**src/rtl/dma_csr_pkg.sv**
```systemverilog
package dma_csr_pkg;
  localparam int CSR_W  = 32;
  localparam int HALF_W = CSR_W / 2;
  localparam int DEV_W  = 8;

  localparam int BIT_RUN   = 15;
  localparam int BIT_PAUSE = 14;
  localparam int BIT_FLUSH = 13;
  localparam int BIT_WAKE  = 12;
  localparam int BIT_DEAD  = 11;
  localparam int BIT_ACT   = 10;
  localparam int BIT_BT    = 8;

  localparam logic [HALF_W-1:0] DEV_MASK = HALF_W'((1 << DEV_W) - 1);
  localparam logic [HALF_W-1:0] FLAG_SW  = HALF_W'((1 << BIT_RUN) | (1 << BIT_PAUSE) |
                                                   (1 << BIT_FLUSH) | (1 << BIT_WAKE) |
                                                   (1 << BIT_BT));
  // bits software may drive to 1
  localparam logic [HALF_W-1:0] SW_SET_OK = FLAG_SW | DEV_MASK;
  // bits software may drive to 0 (adds the engine-owned flags)
  localparam logic [HALF_W-1:0] SW_CLR_OK = SW_SET_OK |
                                            HALF_W'((1 << BIT_DEAD) | (1 << BIT_ACT));

  typedef struct packed {
    logic [HALF_W-1:0] setBits;
    logic [HALF_W-1:0] clrBits;
    logic              flushDone;
    logic              wakeAck;
    logic              fatal;
    logic              idle;
    logic              btLoad;
    logic              btVal;
    logic              devLoad;
    logic [DEV_W-1:0]  devVal;
  } csrStrobe_t;
endpackage

```
**src/rtl/dma_csr_ctrl.sv**
```systemverilog
module dma_csr_ctrl
  import dma_csr_pkg::*;
(
  input  logic             wrEn,
  input  logic [CSR_W-1:0] wrData,
  input  logic             engIdle,
  input  logic             engFatal,
  input  logic             engFlushDone,
  input  logic             engWakeAck,
  input  logic             engBtLoad,
  input  logic             engBtVal,
  input  logic             engDevLoad,
  input  logic [DEV_W-1:0] engDevStat,
  output csrStrobe_t       strobes
);
  logic [HALF_W-1:0] maskHalf;
  logic [HALF_W-1:0] valHalf;
  logic [HALF_W-1:0] setVec;
  logic [HALF_W-1:0] clrVec;

  assign maskHalf = wrData[CSR_W-1:HALF_W];
  assign valHalf  = wrData[HALF_W-1:0];

  // per-bit decode of the masked write into set and clear strobes
  for (genvar b = 0; b < HALF_W; b++) begin : g_bitDecode
    if (SW_SET_OK[b]) begin : g_set
      assign setVec[b] = wrEn & maskHalf[b] & valHalf[b];
    end else begin : g_noSet
      assign setVec[b] = 1'b0;
    end
    if (SW_CLR_OK[b]) begin : g_clr
      assign clrVec[b] = wrEn & maskHalf[b] & ~valHalf[b];
    end else begin : g_noClr
      assign clrVec[b] = 1'b0;
    end
  end

  always_comb begin
    strobes.setBits   = setVec;
    strobes.clrBits   = clrVec;
    strobes.flushDone = engFlushDone;
    strobes.wakeAck   = engWakeAck;
    strobes.fatal     = engFatal;
    strobes.idle      = engIdle;
    strobes.btLoad    = engBtLoad;
    strobes.btVal     = engBtVal;
    strobes.devLoad   = engDevLoad;
    strobes.devVal    = engDevStat;
  end
endmodule

```
**src/rtl/dma_csr_dp.sv**
```systemverilog
module dma_csr_dp
  import dma_csr_pkg::*;
(
  input  logic             clk,
  input  logic             rst_n,
  input  csrStrobe_t       strobes,
  output logic [CSR_W-1:0] statusWord,
  output logic             runFlag,
  output logic             pauseFlag,
  output logic             flushFlag,
  output logic             wakeFlag
);
  logic             runQ, pauseQ, flushQ, wakeQ, deadQ, activeQ, btQ;
  logic [DEV_W-1:0] devQ;
  logic             killActive;

  // software-only flags
  always_ff @(posedge clk or negedge rst_n) begin
    if (!rst_n) begin
      runQ   <= 1'b0;
      pauseQ <= 1'b0;
    end else begin
      if (strobes.setBits[BIT_RUN])        runQ <= 1'b1;
      else if (strobes.clrBits[BIT_RUN])   runQ <= 1'b0;
      if (strobes.setBits[BIT_PAUSE])      pauseQ <= 1'b1;
      else if (strobes.clrBits[BIT_PAUSE]) pauseQ <= 1'b0;
    end
  end

  // self-clearing requests: software first, then engine acknowledge
  always_ff @(posedge clk or negedge rst_n) begin
    if (!rst_n) begin
      flushQ <= 1'b0;
      wakeQ  <= 1'b0;
    end else begin
      if (strobes.setBits[BIT_FLUSH])      flushQ <= 1'b1;
      else if (strobes.clrBits[BIT_FLUSH]) flushQ <= 1'b0;
      else if (strobes.flushDone)          flushQ <= 1'b0;
      if (strobes.setBits[BIT_WAKE])       wakeQ <= 1'b1;
      else if (strobes.clrBits[BIT_WAKE])  wakeQ <= 1'b0;
      else if (strobes.wakeAck)            wakeQ <= 1'b0;
    end
  end

  // engine-owned flags: a fatal error outranks everything
  assign killActive = strobes.fatal | deadQ | strobes.clrBits[BIT_ACT];

  always_ff @(posedge clk or negedge rst_n) begin
    if (!rst_n) begin
      deadQ   <= 1'b0;
      activeQ <= 1'b0;
    end else begin
      if (strobes.fatal)                  deadQ <= 1'b1;
      else if (strobes.clrBits[BIT_DEAD]) deadQ <= 1'b0;
      if (killActive)                     activeQ <= 1'b0;
      else if (runQ)                      activeQ <= 1'b1;
      else if (strobes.idle)              activeQ <= 1'b0;
    end
  end

  // branch-taken: software beats engine load
  always_ff @(posedge clk or negedge rst_n) begin
    if (!rst_n)                        btQ <= 1'b0;
    else if (strobes.setBits[BIT_BT])  btQ <= 1'b1;
    else if (strobes.clrBits[BIT_BT])  btQ <= 1'b0;
    else if (strobes.btLoad)           btQ <= strobes.btVal;
  end

  // device status, merged bit by bit
  for (genvar d = 0; d < DEV_W; d++) begin : g_devBit
    always_ff @(posedge clk or negedge rst_n) begin
      if (!rst_n)                   devQ[d] <= 1'b0;
      else if (strobes.setBits[d])  devQ[d] <= 1'b1;
      else if (strobes.clrBits[d])  devQ[d] <= 1'b0;
      else if (strobes.devLoad)     devQ[d] <= strobes.devVal[d];
    end
  end

  always_comb begin
    statusWord             = '0;
    statusWord[BIT_RUN]    = runQ;
    statusWord[BIT_PAUSE]  = pauseQ;
    statusWord[BIT_FLUSH]  = flushQ;
    statusWord[BIT_WAKE]   = wakeQ;
    statusWord[BIT_DEAD]   = deadQ;
    statusWord[BIT_ACT]    = activeQ;
    statusWord[BIT_BT]     = btQ;
    statusWord[DEV_W-1:0]  = devQ;
  end

  assign runFlag   = runQ;
  assign pauseFlag = pauseQ;
  assign flushFlag = flushQ;
  assign wakeFlag  = wakeQ;


  run_hold_chk: assert property (@(posedge clk) disable iff (!rst_n)
    (!strobes.setBits[BIT_RUN] && !strobes.clrBits[BIT_RUN]) |=> $stable(runQ));

  active_rise_chk: assert property (@(posedge clk) disable iff (!rst_n)
    (runQ && !deadQ && !strobes.fatal && !strobes.clrBits[BIT_ACT]) |=> activeQ);

  active_drop_chk: assert property (@(posedge clk) disable iff (!rst_n)
    (!runQ && strobes.idle) |=> !activeQ);

  dead_excl_chk: assert property (@(posedge clk) disable iff (!rst_n)
    deadQ |-> !activeQ);

  fatal_dead_chk: assert property (@(posedge clk) disable iff (!rst_n)
    strobes.fatal |=> deadQ);

  flush_done_chk: assert property (@(posedge clk) disable iff (!rst_n)
    (strobes.flushDone && !strobes.setBits[BIT_FLUSH]) |=> !flushQ);

  wake_ack_chk: assert property (@(posedge clk) disable iff (!rst_n)
    (strobes.wakeAck && !strobes.setBits[BIT_WAKE]) |=> !wakeQ);
endmodule

```
**src/rtl/dma_chan_csr.sv**
```systemverilog
module dma_chan_csr
  import dma_csr_pkg::*;
(
  input  logic             clk,
  input  logic             rst_n,
  input  logic             csrWrEn,
  input  logic [CSR_W-1:0] csrWrData,
  output logic [CSR_W-1:0] csrRdData,
  output logic             runReq,
  output logic             pauseReq,
  output logic             flushReq,
  output logic             wakeReq,
  input  logic             engIdle,
  input  logic             engFatal,
  input  logic             engFlushDone,
  input  logic             engWakeAck,
  input  logic             engBtLoad,
  input  logic             engBtVal,
  input  logic             engDevLoad,
  input  logic [DEV_W-1:0] engDevStat
);
  csrStrobe_t strobes;

  dma_csr_ctrl u_ctrl (
    .wrEn         (csrWrEn),
    .wrData       (csrWrData),
    .engIdle      (engIdle),
    .engFatal     (engFatal),
    .engFlushDone (engFlushDone),
    .engWakeAck   (engWakeAck),
    .engBtLoad    (engBtLoad),
    .engBtVal     (engBtVal),
    .engDevLoad   (engDevLoad),
    .engDevStat   (engDevStat),
    .strobes      (strobes)
  );

  dma_csr_dp u_dp (
    .clk        (clk),
    .rst_n      (rst_n),
    .strobes    (strobes),
    .statusWord (csrRdData),
    .runFlag    (runReq),
    .pauseFlag  (pauseReq),
    .flushFlag  (flushReq),
    .wakeFlag   (wakeReq)
  );


  resv_zero_chk: assert property (@(posedge clk) disable iff (!rst_n)
    (csrRdData[CSR_W-1:HALF_W] == '0) && !csrRdData[9]);

  req_mirror_chk: assert property (@(posedge clk) disable iff (!rst_n)
    (runReq == csrRdData[BIT_RUN]) && (flushReq == csrRdData[BIT_FLUSH]));
endmodule

```
**config.mk**
```make
export PLATFORM = sky130hd
export DESIGN_NAME = dma_chan_csr
export DESIGN_NICKNAME = d
export VERILOG_FILES = /design/src/rtl/dma_csr_pkg.sv /design/src/rtl/dma_csr_ctrl.sv /design/src/rtl/dma_csr_dp.sv /design/src/rtl/dma_chan_csr.sv
export SDC_FILE = /design/constraint.sdc
export NUM_CORES = 1
export LEC_CHECK = 0
export CAP_MARGIN = 20
export CORE_MARGIN = 3
export CORE_UTILIZATION = 31
export DETAILED_ROUTE_END_ITERATION = 12
export GPL_ROUTABILITY_DRIVEN = 0
export HOLD_SLACK_MARGIN = 0.15
export PLACE_DENSITY = 0.78
export RECOVER_POWER = 25
export SYNTH_ARGS = -nofsm -noshare
export SYNTH_HDL_FRONTEND = slang
export SYNTH_SLANG_ARGS = --single-unit
```
**constraint.sdc**
```tcl
create_clock -name clk -period 1.4 [get_ports clk]
set_clock_uncertainty 0.1 [all_clocks]
set_input_delay 0.28 -clock clk [delete_from_list [all_inputs] [get_ports clk]]
set_output_delay 0.28 -clock clk [all_outputs]
set_load 0.05 [all_outputs]
```
Yosys cells after proc, flatten, opt, wreduce, memory -nomap -nowiden
Cells that the tools add are included.
Widths: inputs -> output; s select.
- register bits: 15
- input bits: 50
- output and inout bits: 36
- mux-type cells: 42
- bitwise operators: 60
- reductions and logical operators: 15
- operators by type and width (operator ; count):
    $and 1x1->1 ; 43
    $mux 1 ; 42
    $reduce_bool 3->1 ; 12
    $not 1->1 ; 15
    $reduce_bool 2->1 ; 3
    $or 1x1->1 ; 2

Longest topological paths before layout
- depth in word-level cells: 4
- depth in mapped cells: 3
- gate-level depth less buffers: 2

Modules after synthesis
Synthesis repeated with hierarchy kept, for this count alone.
- cells, all modules: 121
- area total of the unflattened synthesis: 1196.1 um2
- by module, submodules not included (module ; times used ; cells an instance ; area an instance (um2) ; seq. area each (um2)):
    dma_csr_dp ; 1 ; 71 ; 802.0 ; 375.4
    dma_csr_ctrl ; 1 ; 50 ; 394.1 ; 0.0

Least setup slack after synthesis
No wires, ideal clock.
- path kind: register to register
- start point: register, netlist name u_dp.statusWord[0]
- end point: register u_dp.devQ[0] (netlist: u_dp.statusWord[0])
- arrival: 1.117 ns
- setup slack: 0.057 ns
- stages on the path, launching flop included: 3
- path buffers: 0
- period minus slack after synthesis: 1.343 ns
- cells stage by stage: dfrtp_1 -> mux2_4 -> mux2_4
- RTL lines (element ; line ; RTL):
    to (signal, indexed assignment) ; dma_csr_dp.sv:75 ; else if (strobes.devLoad) devQ[d] <= strobes.devVal[d];
    to (decl) ; dma_csr_dp.sv:14 ; logic [DEV_W-1:0] devQ;

Worst setup path after layout
- start point: input engBtLoad
- end point: register u_dp.btQ
- cells in the longest elaborated chain, start to end: 1
- ends and longest elaborated chain (element ; line ; RTL):
    from (decl) ; dma_chan_csr.sv:17 ; input logic engBtLoad,
    $reduce_bool 3->1 (no line) ; n/a ;
    to (signal assigned) ; dma_csr_dp.sv:66 ; else if (strobes.btLoad) btQ <= strobes.btVal;
    to (decl) ; dma_csr_dp.sv:13 ; logic runQ, pauseQ, flushQ, wakeQ, deadQ, activeQ, btQ;
No other way between the ends.
A chain may end at the register's enable or synchronous reset.

==> impl_metrics.tcl <==
set metrics [dict create \
    floorplan.initialDensity_pct 34.3 \
    final_nets 201 \
    end_kind "flip-flop" \
    final.period_utilization_pct 95.3 \
    worstMarginPinSlew_ns 0.810 \
    critPathSlowestCell "clkdlybuf4s50_1" \
    crit_path_cell_trace "clkdlybuf4s50_1 -> mux2_2 -> mux2_1" \
    setup_viol_count_final 0 \
    cts.reportedPaths.clkPinSlew_ns 0.09 \
    slowest_stage_delay_on_critical_path_ns 0.48 \
    netlist_top_cells_area "dfrtp_1 38%, mux2_4 24%, buf_4 18%, nand2_1 4.9%, mux2_1 3.4%" \
    postSynthRegisterBits 15 \
    dr.pass1.iters 3 \
    design.portCount 86 \
    rows 19 \
    power_density_nw_per_um2 901 \
    route.vias.total 773 \
    critPathBufInv 1 \
    chipWidth_um 62.6 \
    antenna_found_initial 0 \
    rrSetupSlack_ns 0.20 \
    grt_max_degree 16 \
    p_comb_share_pct 52.1 \
    ys.warnings.count 0 \
    maxCapViolCount 0 \
    final_max_slew_viol_count 0 \
    cts_setup_buffers 0 \
    postRouteAntennaNets 0 \
    global_route.usage.total_pct 14.1 \
    power.share.switching_pct 37.1 \
    synthToLayoutAreaGrowth_pct 83.6 \
    placement.io_buffers 66 \
    post-route-drc-count 0 \
    cts_tree "done" \
    crit_fanout 1 \
    detail_route.vias_per_cell 4.03 \
    clk_latency_ns 0.28 \
    criticalPathCategory "in -> reg" \
    drt_wl_total_um 2680 \
    vias_in_the_first_global_route 876 \
    detailedPlacementHpwl_um 2300 \
    fraction_of_layout_cells_with_a_size_suffix_above_1_pct 30.0 \
    power.share.sequential_pct 33.1 \
    die_h_um 62.6 \
    design.core.area_um2 2900 \
    fp.dieArea_um2 3920 \
    run_status "complete, no violations" \
    synth.top_cell.area_share_pct 37.8 \
    cts_max_path_bufs 2 \
    regToRegStartpoint "u_dp.btQ" \
    cts_repair_resized_insts 0 \
    grt_first_pass_wirelength_um 4260 \
    power.clock.fraction_pct 14.8 \
    timing.critical_path.max_delay_family "multiplexers" \
    vdd_drop_max_mv 0.365 \
    cts_hold_buffers 0 \
    p_sw_uw 610 \
    grt_overflow_total 0 \
    seq_area_frac_synth_pct 37.8 \
    grt_setup_unrepaired "false" \
    leakagePower_uw 0.000856 \
    root_buffer "clkbuf_4" \
    synth_area_um2 993 \
    fmax_ghz 0.749 \
    post_synth_num_cell_types 13 \
    fin_tns_setup_ns 0 \
    clock_sink_count 15 \
    place_area_um2 1790 \
    drtIter0Drc 15 \
    cts.htree.levels 1 \
    netlist_instances 85 \
    timing.critical_path.arrival_ns 1.39 \
    cts_inserted_buffers 3 \
    wl_cell_um 14.0 \
    worst_setup_path_start_kind "input port" \
    design_area_final_um2 1820 \
    internal_power_uw 1030 \
    critPathRequiredTime_ns 1.46 \
    hp-class "in -> async" \
    worstSetupStartpoint "engBtLoad" \
    post_synth.cell_area_avg_um2 11.7 \
    max-slew-margin-rel_pct 46.0 \
    min_period_ns 1.33 \
    hold_viol_final 0 \
    synth_area_leader_cell "dfrtp_1" \
    insertedDiodeCount 0 \
]
## layout by cell type, fill, tap and decap left out
| cell type | count |
|---|---|
| a21o_1 | 1 |
| buf_12 | 19 |
| buf_4 | 2 |
| buf_6 | 2 |
| clkbuf_1 | 2 |
| clkbuf_4 | 3 |
| clkdlybuf4s50_1 | 46 |
| conb_1 | 17 |
| dfrtp_1 | 15 |
| dlymetal6s2s_1 | 1 |
| mux2_1 | 3 |
| mux2_2 | 3 |
| mux2_4 | 16 |
| nand2_1 | 13 |
| nand3b_1 | 2 |
| nor2_1 | 1 |
| nor2b_1 | 3 |
| o211a_1 | 1 |
## cell type report
cell class,count,area [µm²]
sequential,15,375
tap,42,52.6
clock buffer,4,26.3
timing repair buffer,71,895
fill,242,1080
multi-input combinational,60,475
## through the flow
step                      total power (µW)  utilization, %  instances  worst slack, ns  hold slack (ns)
final                                 1640            62.9        192           0.0651            0.432
after global routing                  1720            62.9        192           0.0476            0.487
after CTS                             1660            62.7        192         -0.00737            0.216
after detailed placement              1410            61.8        188           -0.310            0.457
after global placement                1400            61.8        188           -0.305            0.449
after floorplan                       1020               -        101           0.0574           -0.116
## cell usage after synthesis
| library cell | instances |
|---|---|
| buf_4 | 24 |
| a21o_1 | 1 |
| dfrtp_1 | 15 |
| o211a_1 | 1 |
| nand3b_1 | 2 |
| nand2_1 | 13 |
| nor2_1 | 1 |
| mux2_2 | 3 |
| mux2_1 | 3 |
| conb_1 | 1 |
| nor2b_1 | 3 |
| mux2_4 | 16 |
| buf_6 | 2 |
## per-layer routing
| layer | GRT usage, % | share of wire, % |
|---|---|---|
| met5 | 0 | 0 |
| met4 | 4.96 | 0.71 |
| met3 | 3.60 | 9.6 |
| met1 | 15.4 | 37 |
| met2 | 26.1 | 52 |
## worst paths after layout
check                                           to  cells after the start
worst max-delay path                      u_dp.btQ                      3
worst min-delay path            u_dp.statusWord[4]                      2
worst max register to register            u_dp.btQ                      2
worst min register to register          u_dp.deadQ                      1
max in group asynchronous           u_dp.pauseFlag                      2
min in group clk                        u_dp.deadQ                      1
## power by group through the flow
stage	Combinational, µW	Sequential [µW]	Clock, µW
final	856	544	243
after global routing	886	552	279
after CTS	861	546	257
after detailed placement	859	553	0
after global placement	849	549	0
after floorplan	365	659	0
## worst register-to-register path, cell delays in order (launching register included)
cell	delay, ns
dfrtp_1	0.42
mux2_2	0.28
mux2_1	0.29
## sequential cells by signal, indices dropped and copies added (netlist names)
signal           flops
u_dp.activeQ         1
u_dp.btQ             1
u_dp.deadQ           1
u_dp.flushFlag       1
u_dp.pauseFlag       1
u_dp.runFlag         1
u_dp.statusWord      8
u_dp.wakeFlag        1
## logic make-up (layout without fill, tap and decap cells)
logic type / Yosys count / in the layout / synth area share [%]
buffers and inverters: 26 / 75 / 20.4
muxes: 22 / 22 / 31.0
and+or+nand+nor: 19 / 19 / 8.69
DFF: 15 / 15 / 37.8
AOI/OAI and AO/OA: 2 / 2 / 1.76
other: 1 / 17 / 0.377
No activity file was read; power rests on OpenSTA's default activity.
